--- src/rtl/flash_status_pkg.sv ---
package flash_status_pkg;

  typedef enum logic [1:0] {
    ST_READ   = 2'd0,
    ST_ACTIVE = 2'd1,
    ST_HOLD   = 2'd2
  } statusState_t;

  // configuration values
  localparam logic [1:0] CFG_AUTO = 2'b00;
  localparam logic [1:0] CFG_EXIT = 2'b01;

  // status bit positions decoded by host software
  localparam int POLL_BIT      = 7;
  localparam int TOGGLE_BIT    = 6;
  localparam int ERR_BIT       = 5;
  localparam int VPP_BIT       = 3;
  localparam int ERASE_TOG_BIT = 2;

  typedef struct packed {
    logic clearAll;    // wipe operation state
    logic startOp;     // capture type and data, zero toggles and flags
    logic readTick;    // a read hit an active operation
    logic vppWatch;    // supply is being watched
    logic setErr;      // completion with failure
    logic showStatus;  // present status instead of array data
    logic doneHigh;    // bit 7 forced high (finished, exit style)
    logic pollMode;    // bit 7 uses complement polling
  } statusStrobe_t;

endpackage

--- src/rtl/fsc_ctrl.sv ---
module fsc_ctrl
  import flash_status_pkg::*;
(
  input  logic          clk,
  input  logic          porRst_n,
  input  logic          pinRst_n,
  input  logic          opBusy,
  input  logic          opDone,
  input  logic          opFail,
  input  logic          vppOk,
  input  logic          readStrobe,
  input  logic          cfgWrite,
  input  logic [1:0]    cfgData,
  input  logic          idExit,
  input  logic          vppFlag,
  output statusStrobe_t strobe,
  output logic          readMode,
  output statusState_t  stateOut,
  output logic [1:0]    cfgOut
);

  statusState_t state, nextState;
  logic [1:0]   cfgReg;
  logic         failNow;
  logic         cfgLegal;

  assign failNow  = opFail | ~vppOk | vppFlag;
  assign cfgLegal = (cfgData == CFG_AUTO) || (cfgData == CFG_EXIT);

  always_ff @(posedge clk) begin
    if (!porRst_n) begin
      cfgReg <= CFG_AUTO;
    end else if (pinRst_n && cfgWrite && cfgLegal && state == ST_READ) begin
      cfgReg <= cfgData;
    end
  end

  always_comb begin
    nextState = state;
    unique case (state)
      ST_READ:   if (opBusy) nextState = ST_ACTIVE;
      ST_ACTIVE: if (opDone) nextState = (failNow || cfgReg == CFG_EXIT) ? ST_HOLD : ST_READ;
      ST_HOLD:   if (idExit) nextState = ST_READ;
      default:   nextState = ST_READ;
    endcase
  end

  always_ff @(posedge clk) begin
    if (!porRst_n || !pinRst_n) begin
      state <= ST_READ;
    end else begin
      state <= nextState;
    end
  end

  always_comb begin
    strobe            = '0;
    strobe.clearAll   = ~porRst_n | ~pinRst_n | (state == ST_HOLD && idExit);
    strobe.startOp    = (state == ST_READ) && opBusy;
    strobe.readTick   = (state == ST_ACTIVE) && readStrobe;
    strobe.vppWatch   = (state == ST_ACTIVE);
    strobe.setErr     = (state == ST_ACTIVE) && opDone && opFail;
    strobe.showStatus = (state != ST_READ);
    strobe.doneHigh   = (state == ST_HOLD) && (cfgReg == CFG_EXIT);
    strobe.pollMode   = (cfgReg == CFG_AUTO);
  end

  assign readMode = (state == ST_READ);
  assign stateOut = state;
  assign cfgOut   = cfgReg;

endmodule

--- src/rtl/fsc_datapath.sv ---
module fsc_datapath
  import flash_status_pkg::*;
#(
  parameter int DATA_W = 16
)(
  input  logic              clk,
  input  statusStrobe_t     strobe,
  input  logic              opIsErase,
  input  logic [DATA_W-1:0] lastData,
  input  logic [DATA_W-1:0] arrayData,
  input  logic              vppOk,
  output logic [DATA_W-1:0] readData,
  output logic              vppFlag
);

  logic isErase;
  logic pollRef;
  logic togMain;
  logic togErase;
  logic errFlag;
  logic vppLow;
  logic [DATA_W-1:0] statusWord;

  always_ff @(posedge clk) begin
    if (strobe.clearAll) begin
      isErase  <= 1'b0;
      pollRef  <= 1'b0;
      togMain  <= 1'b0;
      togErase <= 1'b0;
      errFlag  <= 1'b0;
      vppLow   <= 1'b0;
    end else if (strobe.startOp) begin
      isErase  <= opIsErase;
      pollRef  <= ~lastData[POLL_BIT];
      togMain  <= 1'b0;
      togErase <= 1'b0;
      errFlag  <= 1'b0;
      vppLow   <= 1'b0;
    end else begin
      if (strobe.readTick) begin
        togMain <= ~togMain;
        if (isErase) togErase <= ~togErase;
      end
      if (strobe.vppWatch && !vppOk) vppLow <= 1'b1;
      if (strobe.setErr) errFlag <= 1'b1;
    end
  end

  always_comb begin
    statusWord                = '0;
    statusWord[POLL_BIT]      = strobe.doneHigh | (strobe.pollMode & ~isErase & pollRef);
    statusWord[TOGGLE_BIT]    = togMain;
    statusWord[ERR_BIT]       = errFlag;
    statusWord[VPP_BIT]       = vppLow;
    statusWord[ERASE_TOG_BIT] = togErase;
  end

  assign readData = strobe.showStatus ? statusWord : arrayData;
  assign vppFlag  = vppLow;

endmodule

--- src/rtl/flash_status_top.sv ---
module flash_status_top
  import flash_status_pkg::*;
#(
  parameter int DATA_W = 16
)(
  input  logic              clk,
  input  logic              porRst_n,
  input  logic              pinRst_n,
  input  logic              opBusy,
  input  logic              opIsErase,
  input  logic [DATA_W-1:0] lastData,
  input  logic              opDone,
  input  logic              opFail,
  input  logic              vppOk,
  input  logic              readStrobe,
  input  logic [DATA_W-1:0] arrayData,
  input  logic              cfgWrite,
  input  logic [1:0]        cfgData,
  input  logic              idExit,
  output logic [DATA_W-1:0] readData,
  output logic              readMode
);

  statusStrobe_t strobe;
  statusState_t  stateNow;
  logic [1:0]    cfgNow;
  logic          vppFlagNow;

  fsc_ctrl uCtrl (
    .clk        (clk),
    .porRst_n   (porRst_n),
    .pinRst_n   (pinRst_n),
    .opBusy     (opBusy),
    .opDone     (opDone),
    .opFail     (opFail),
    .vppOk      (vppOk),
    .readStrobe (readStrobe),
    .cfgWrite   (cfgWrite),
    .cfgData    (cfgData),
    .idExit     (idExit),
    .vppFlag    (vppFlagNow),
    .strobe     (strobe),
    .readMode   (readMode),
    .stateOut   (stateNow),
    .cfgOut     (cfgNow)
  );

  fsc_datapath #(.DATA_W(DATA_W)) uDp (
    .clk       (clk),
    .strobe    (strobe),
    .opIsErase (opIsErase),
    .lastData  (lastData),
    .arrayData (arrayData),
    .vppOk     (vppOk),
    .readData  (readData),
    .vppFlag   (vppFlagNow)
  );

endmodule

--- config.mk ---
export PLATFORM = sky130hd
export DESIGN_NAME = flash_status_top
export DESIGN_NICKNAME = d
export VERILOG_FILES = /design/src/rtl/flash_status_pkg.sv /design/src/rtl/fsc_ctrl.sv /design/src/rtl/fsc_datapath.sv /design/src/rtl/flash_status_top.sv
export SDC_FILE = /design/constraint.sdc
export NUM_CORES = 1
export LEC_CHECK = 0
export BUFFER_PORTS_ARGS = -buffer_cell sky130_fd_sc_hd__buf_2
export CAP_MARGIN = 20
export CORE_MARGIN = 5
export CORE_UTILIZATION = 31
export DETAILED_ROUTE_END_ITERATION = 10
export GPL_ROUTABILITY_DRIVEN = 0
export PLACE_DENSITY = 0.85
export SKIP_CTS_REPAIR_TIMING = 1
export SLEW_MARGIN = 40
export SYNTH_ARGS = -nofsm -noshare
export SYNTH_HDL_FRONTEND = slang
export SYNTH_SLANG_ARGS = --single-unit
--- constraint.sdc ---
create_clock -name clk -period 1 [get_ports clk]
set_input_delay 0.1 -clock clk [delete_from_list [all_inputs] [get_ports clk]]
set_output_delay 0.1 -clock clk [all_outputs]
set_load 0.02 [all_outputs]
# Yosys cells after proc, flatten, opt, wreduce, memory -nomap -nowiden
# Index checks and enable logic that the tools add are counted.
# totals
register_bits	10
latchBits	0
mem_bits_rw	0
mem_bits_ro	0
inputBits	45
output_inout_bits	17
elab_cells	58
memories	0
# classes
addsub	0
n_mul	0
div_mod_pow	0
n_lt_le_gt_ge	0
eq_ne	7
n_shift	0
mux	6
bitwise	14
n_reduce_logical	23
# ops
cell	count
2-to-1 mux 16 bit	1
logical AND 1 bit	10
2-to-1 mux 2 bit	4
inverter 1 bit	7
== test 2 x 1 -> 1 bit (second input constant)	3
logical NOT 2 bit	3
inequality test 2 bit (second input constant)	3
case mux 2 bit (3 select lines)	1
bitwise OR 1 bit	5
logical NOT 1 bit	3
logical OR 1 bit	3
AND reduction 3 bit	1
AND 1 bit	2
== test 2 bit (second input constant)	1
AND reduction 2 bit	1
nonzero test 2 bit	1
OR reduction 2 bit	1

# Longest topological paths before layout
# logic_depth
depth_word	7
depth_mapped	5

# By module
# A second synthesis with hierarchy kept.
# unflattened
cells_unflattened	68
area_unflattened_um2	606.8
# by_module_without_submodules
module	n_inst	cells_each	area_per_inst_um2	seq_area_each_um2
fsc_datapath	1	42	376.6	120.1
fsc_ctrl	1	26	230.2	80.1

# Worst setup path before layout
# Ideal clock, no wire load.
# synth_path
path_type	reg2out
from	register uCtrl.state[0], in the netlist uCtrl.stateOut[0]
to	output readData[2]
t_arrival_ns	1.080
required_time_ns	0.900
setup_slack_ns	-0.180
path_stages_with_launch	5
n_path_buf	2
path_cell_list	dfxtp_1 buf_4 nor2_4 buf_4 mux2_2
# synth_between
elab_chain_cells	2
# synth_lines
element	line	source
from (decl)	fsc_ctrl.sv:22	statusState_t state, nextState;
from (signal assigned)	fsc_ctrl.sv:52	state <= nextState;
nonzero test 2 bit	fsc_ctrl.sv:63	strobe.showStatus = (state != ST_READ);
2-to-1 mux 16 bit	fsc_datapath.sv:58	assign readData = strobe.showStatus ? statusWord : arrayData;
to (decl)	flash_status_top.sv:20	output logic [DATA_W-1:0] readData,
# Every way passes these cells.

# Worst setup path after layout
# layout_path
from	register uCtrl.state[0], in the netlist uCtrl.stateOut[0]
to	output readData[5]
# The elaborated chain is that of the path after synthesis.

==> impl_metrics.toml <==
[drt]
dr.pass1.iters = 4
drtIter0Drc = 4
wl_um = 2090
vias = 731
postRouteAntennaNets = 0
remaining_drc_errors = 0
vias_per_cell = 4.78
avgRoutedWirePerCell_um = 13.7

[global_route]
grt_pass1_wl_um = 2710
grt_overflow = 0
grt_usage_pct = 13.0
grt_pass1_vias = 702
grt_max_degree = 13
antenna_found_initial = 0

[floorplan]
num_io_pins = 62
core_area_mm2 = 0.00192
rows = 16
die_h_um = 54.3
dieArea_mm2 = 0.00295
start_util_pct = 31.6
die_x_um = 54.3

[outcome]
outcome = "finished with violations"
violations = "negative setup slack"

[sta]
rsz0062_at_grt = "true"
drv_slew = 0
min_period_over_period_pct = 144
layout_min_cycle_time_ns = 1.44
setup_viol = 26
final.setup.tns_ns = -7.31
fmax_mhz = 693
fin_skew_ns = 0.00738
maxSlewHeadroom_pct = 75.2
max_slew.worst_pin.slew_ns = 0.367
setup_slack_ns = -0.443
hold_viol = 0

[clocking]
cts_max_path_buffers = 2
ctsHtreeMaxLevel = 1
tritoncts = "yes"
ctsRootBufferMaster = "clkbuf_4"
clk_pin_slew_ns = 0.07
numCtsBuffers = 3
clock_sinks = 10
worstSkewPairLatency_ns = 0.26

[finish]
final_common_cell = "buf_2"
layout.nets = 172
drive_above_1_share_pct = 70.6
final_cell_mix = "buf_2 (29), buf_4 (17), buf_6 (10)"
final_cells = 153
n_antenna_cell = 0
final_cell_area_mm2 = 0.00113
synthToLayoutAreaGrowth_pct = 86.0

[synth]
ys_seq_elements = 10
ys.warnings.count = 0
synthesis.area_um2 = 608
syn_nets = 114
syn_inst = 69
seq_area_frac_synth_pct = 32.9
syn_avg_cell_area_um2 = 8.81
netlist-cell-type-count = 29

[critical_path]
worst-setup-path-type = "flop to primary output"
critical_path_arrival_ns = 1.34
critPathCaptureType = "primary output"
required_ns = 0.90
critPathMaxFanout = 5
cp-start-kind = "flop"

[pwr]
leakage_uw = 0.000536
p_per_area_mw_per_mm2 = 1030
power_uw = 1160
ir_drop_v = 0.000620

[flow_run]
cap_violations = 0

[placed_design]
dpl_cell_area_um2 = 921
place_inst = 145
pre_cts_slack_ns = -0.169
detailed_place_hpwl_um = 1500
place.port_buffers = 46

[hold_path]
min_path_type = "primary input to flop"
[path summary, 6_finish.rpt]
check | startpoint | to | slack, ns | cells past startpoint
worst max-delay path | uCtrl.stateOut[0] | readData[5] | -0.44 | 4
worst max register to register | uCtrl.stateOut[0] | uDp.pollRef | -0.17 | 5
worst min-delay path | lastData[7] | uDp.pollRef | 0.04 | 2
worst min register to register | uDp.errFlag | uDp.errFlag | 0.48 | 2
[cells in the mapped netlist]
| cell | n | share of area, % |
|---|---|---|
| mux2i_1 | 3 | 4.9 |
| a311oi_1 | 1 | 1.4 |
| nand2b_1 | 1 | 1.0 |
| and3_1 | 1 | 1.0 |
| a21bo_2 | 1 | 1.6 |
| nor2_4 | 1 | 1.9 |
| and2_1 | 11 | 11 |
| and2b_2 | 1 | 1.4 |
| dfxtp_1 | 10 | 33 |
| inv_1 | 2 | 1.2 |
| nand2_1 | 5 | 3.1 |
| a21oi_1 | 5 | 4.1 |
| nor4b_1 | 2 | 2.9 |
| mux2_2 | 4 | 7.4 |
| nand3_1 | 1 | 0.82 |
| or4b_1 | 1 | 1.6 |
| xor2_1 | 1 | 1.4 |
| nor2_1 | 3 | 1.9 |
| nand4b_1 | 2 | 2.9 |
| o21bai_1 | 2 | 2.5 |
| o32a_2 | 1 | 1.9 |
| nand4_1 | 1 | 1.0 |
| or3_1 | 1 | 1.0 |
| nor3_1 | 1 | 0.82 |
| o21ai_0 | 2 | 1.6 |
| a31oi_1 | 1 | 1.0 |
| buf_2 | 1 | 0.82 |
| buf_4 | 2 | 2.5 |
| buf_6 | 1 | 1.9 |
[power breakdown]
| group | total [µW] | internal (µW) | switching (µW) |
|---|---|---|---|
| sequential | 409 | 402 | 6.83 |
| combinational | 395 | 215 | 179 |
| clock | 360 | 221 | 139 |
| total | 1160 | 838 | 325 |
[metal layers]
layer / vias to the layer above / part of all wire [%] / routed length [µm] / GRT usage [%]
li1: 357 / - / - / -
met1: 330 / 38 / 795 / 12.3
met2: 42 / 50 / 1040 / 23.7
met3: 2 / 11 / 239 / 5.18
met4: 0 / 0.67 / 14 / 6.64
met5: - / 0 / 0 / 0
[cells by family (layout without fill, tap and decap cells)]
group | Yosys count | count (layout) | synth area share [%]
buffers and inverters | 6 | 63 | 6.38
multiplexers | 7 | 7 | 12.3
AO/OA/AOI/OAI | 13 | 13 | 14.2
AND/OR/NAND/NOR | 32 | 32 | 32.7
flip-flops | 10 | 10 | 32.9
XOR/XNOR | 1 | 1 | 1.44
[cell type report]
cell class / instances / area, µm²
repair buffers: 57 / 405
fillers: 179 / 791
multi-input cells: 53 / 440
flip-flops and latches: 10 / 208
well taps: 27 / 33.8
clock buffers: 4 / 36.3
inverters: 2 / 7.51
[sequential cells by signal, indices dropped and copies added (netlist names)]
signal and flops:
uCtrl.cfgOut 2, uCtrl.stateOut 2, uDp.errFlag 1, uDp.isErase 1
uDp.pollRef 1, uDp.togErase 1, uDp.togMain 1, uDp.vppFlag 1
[critical path: stages, from the launching register on]
cell	delay [ns]
dfxtp_4	0.36
nor2_4	0.15
buf_12	0.13
mux2_4	0.30
buf_6	0.13
[per-stage QoR]
step / hold WS (ns) / util (%)
2_1_floorplan: 0.209 / -
3_3_place_gp: 0.302 / 47.9
3_5_place_dp: 0.303 / 47.9
4_1_cts: 0.0294 / 49.8
5_1_grt: 0.0422 / 58.9
6_report: 0.0355 / 58.9
Power figures use the tool's default switching activity.
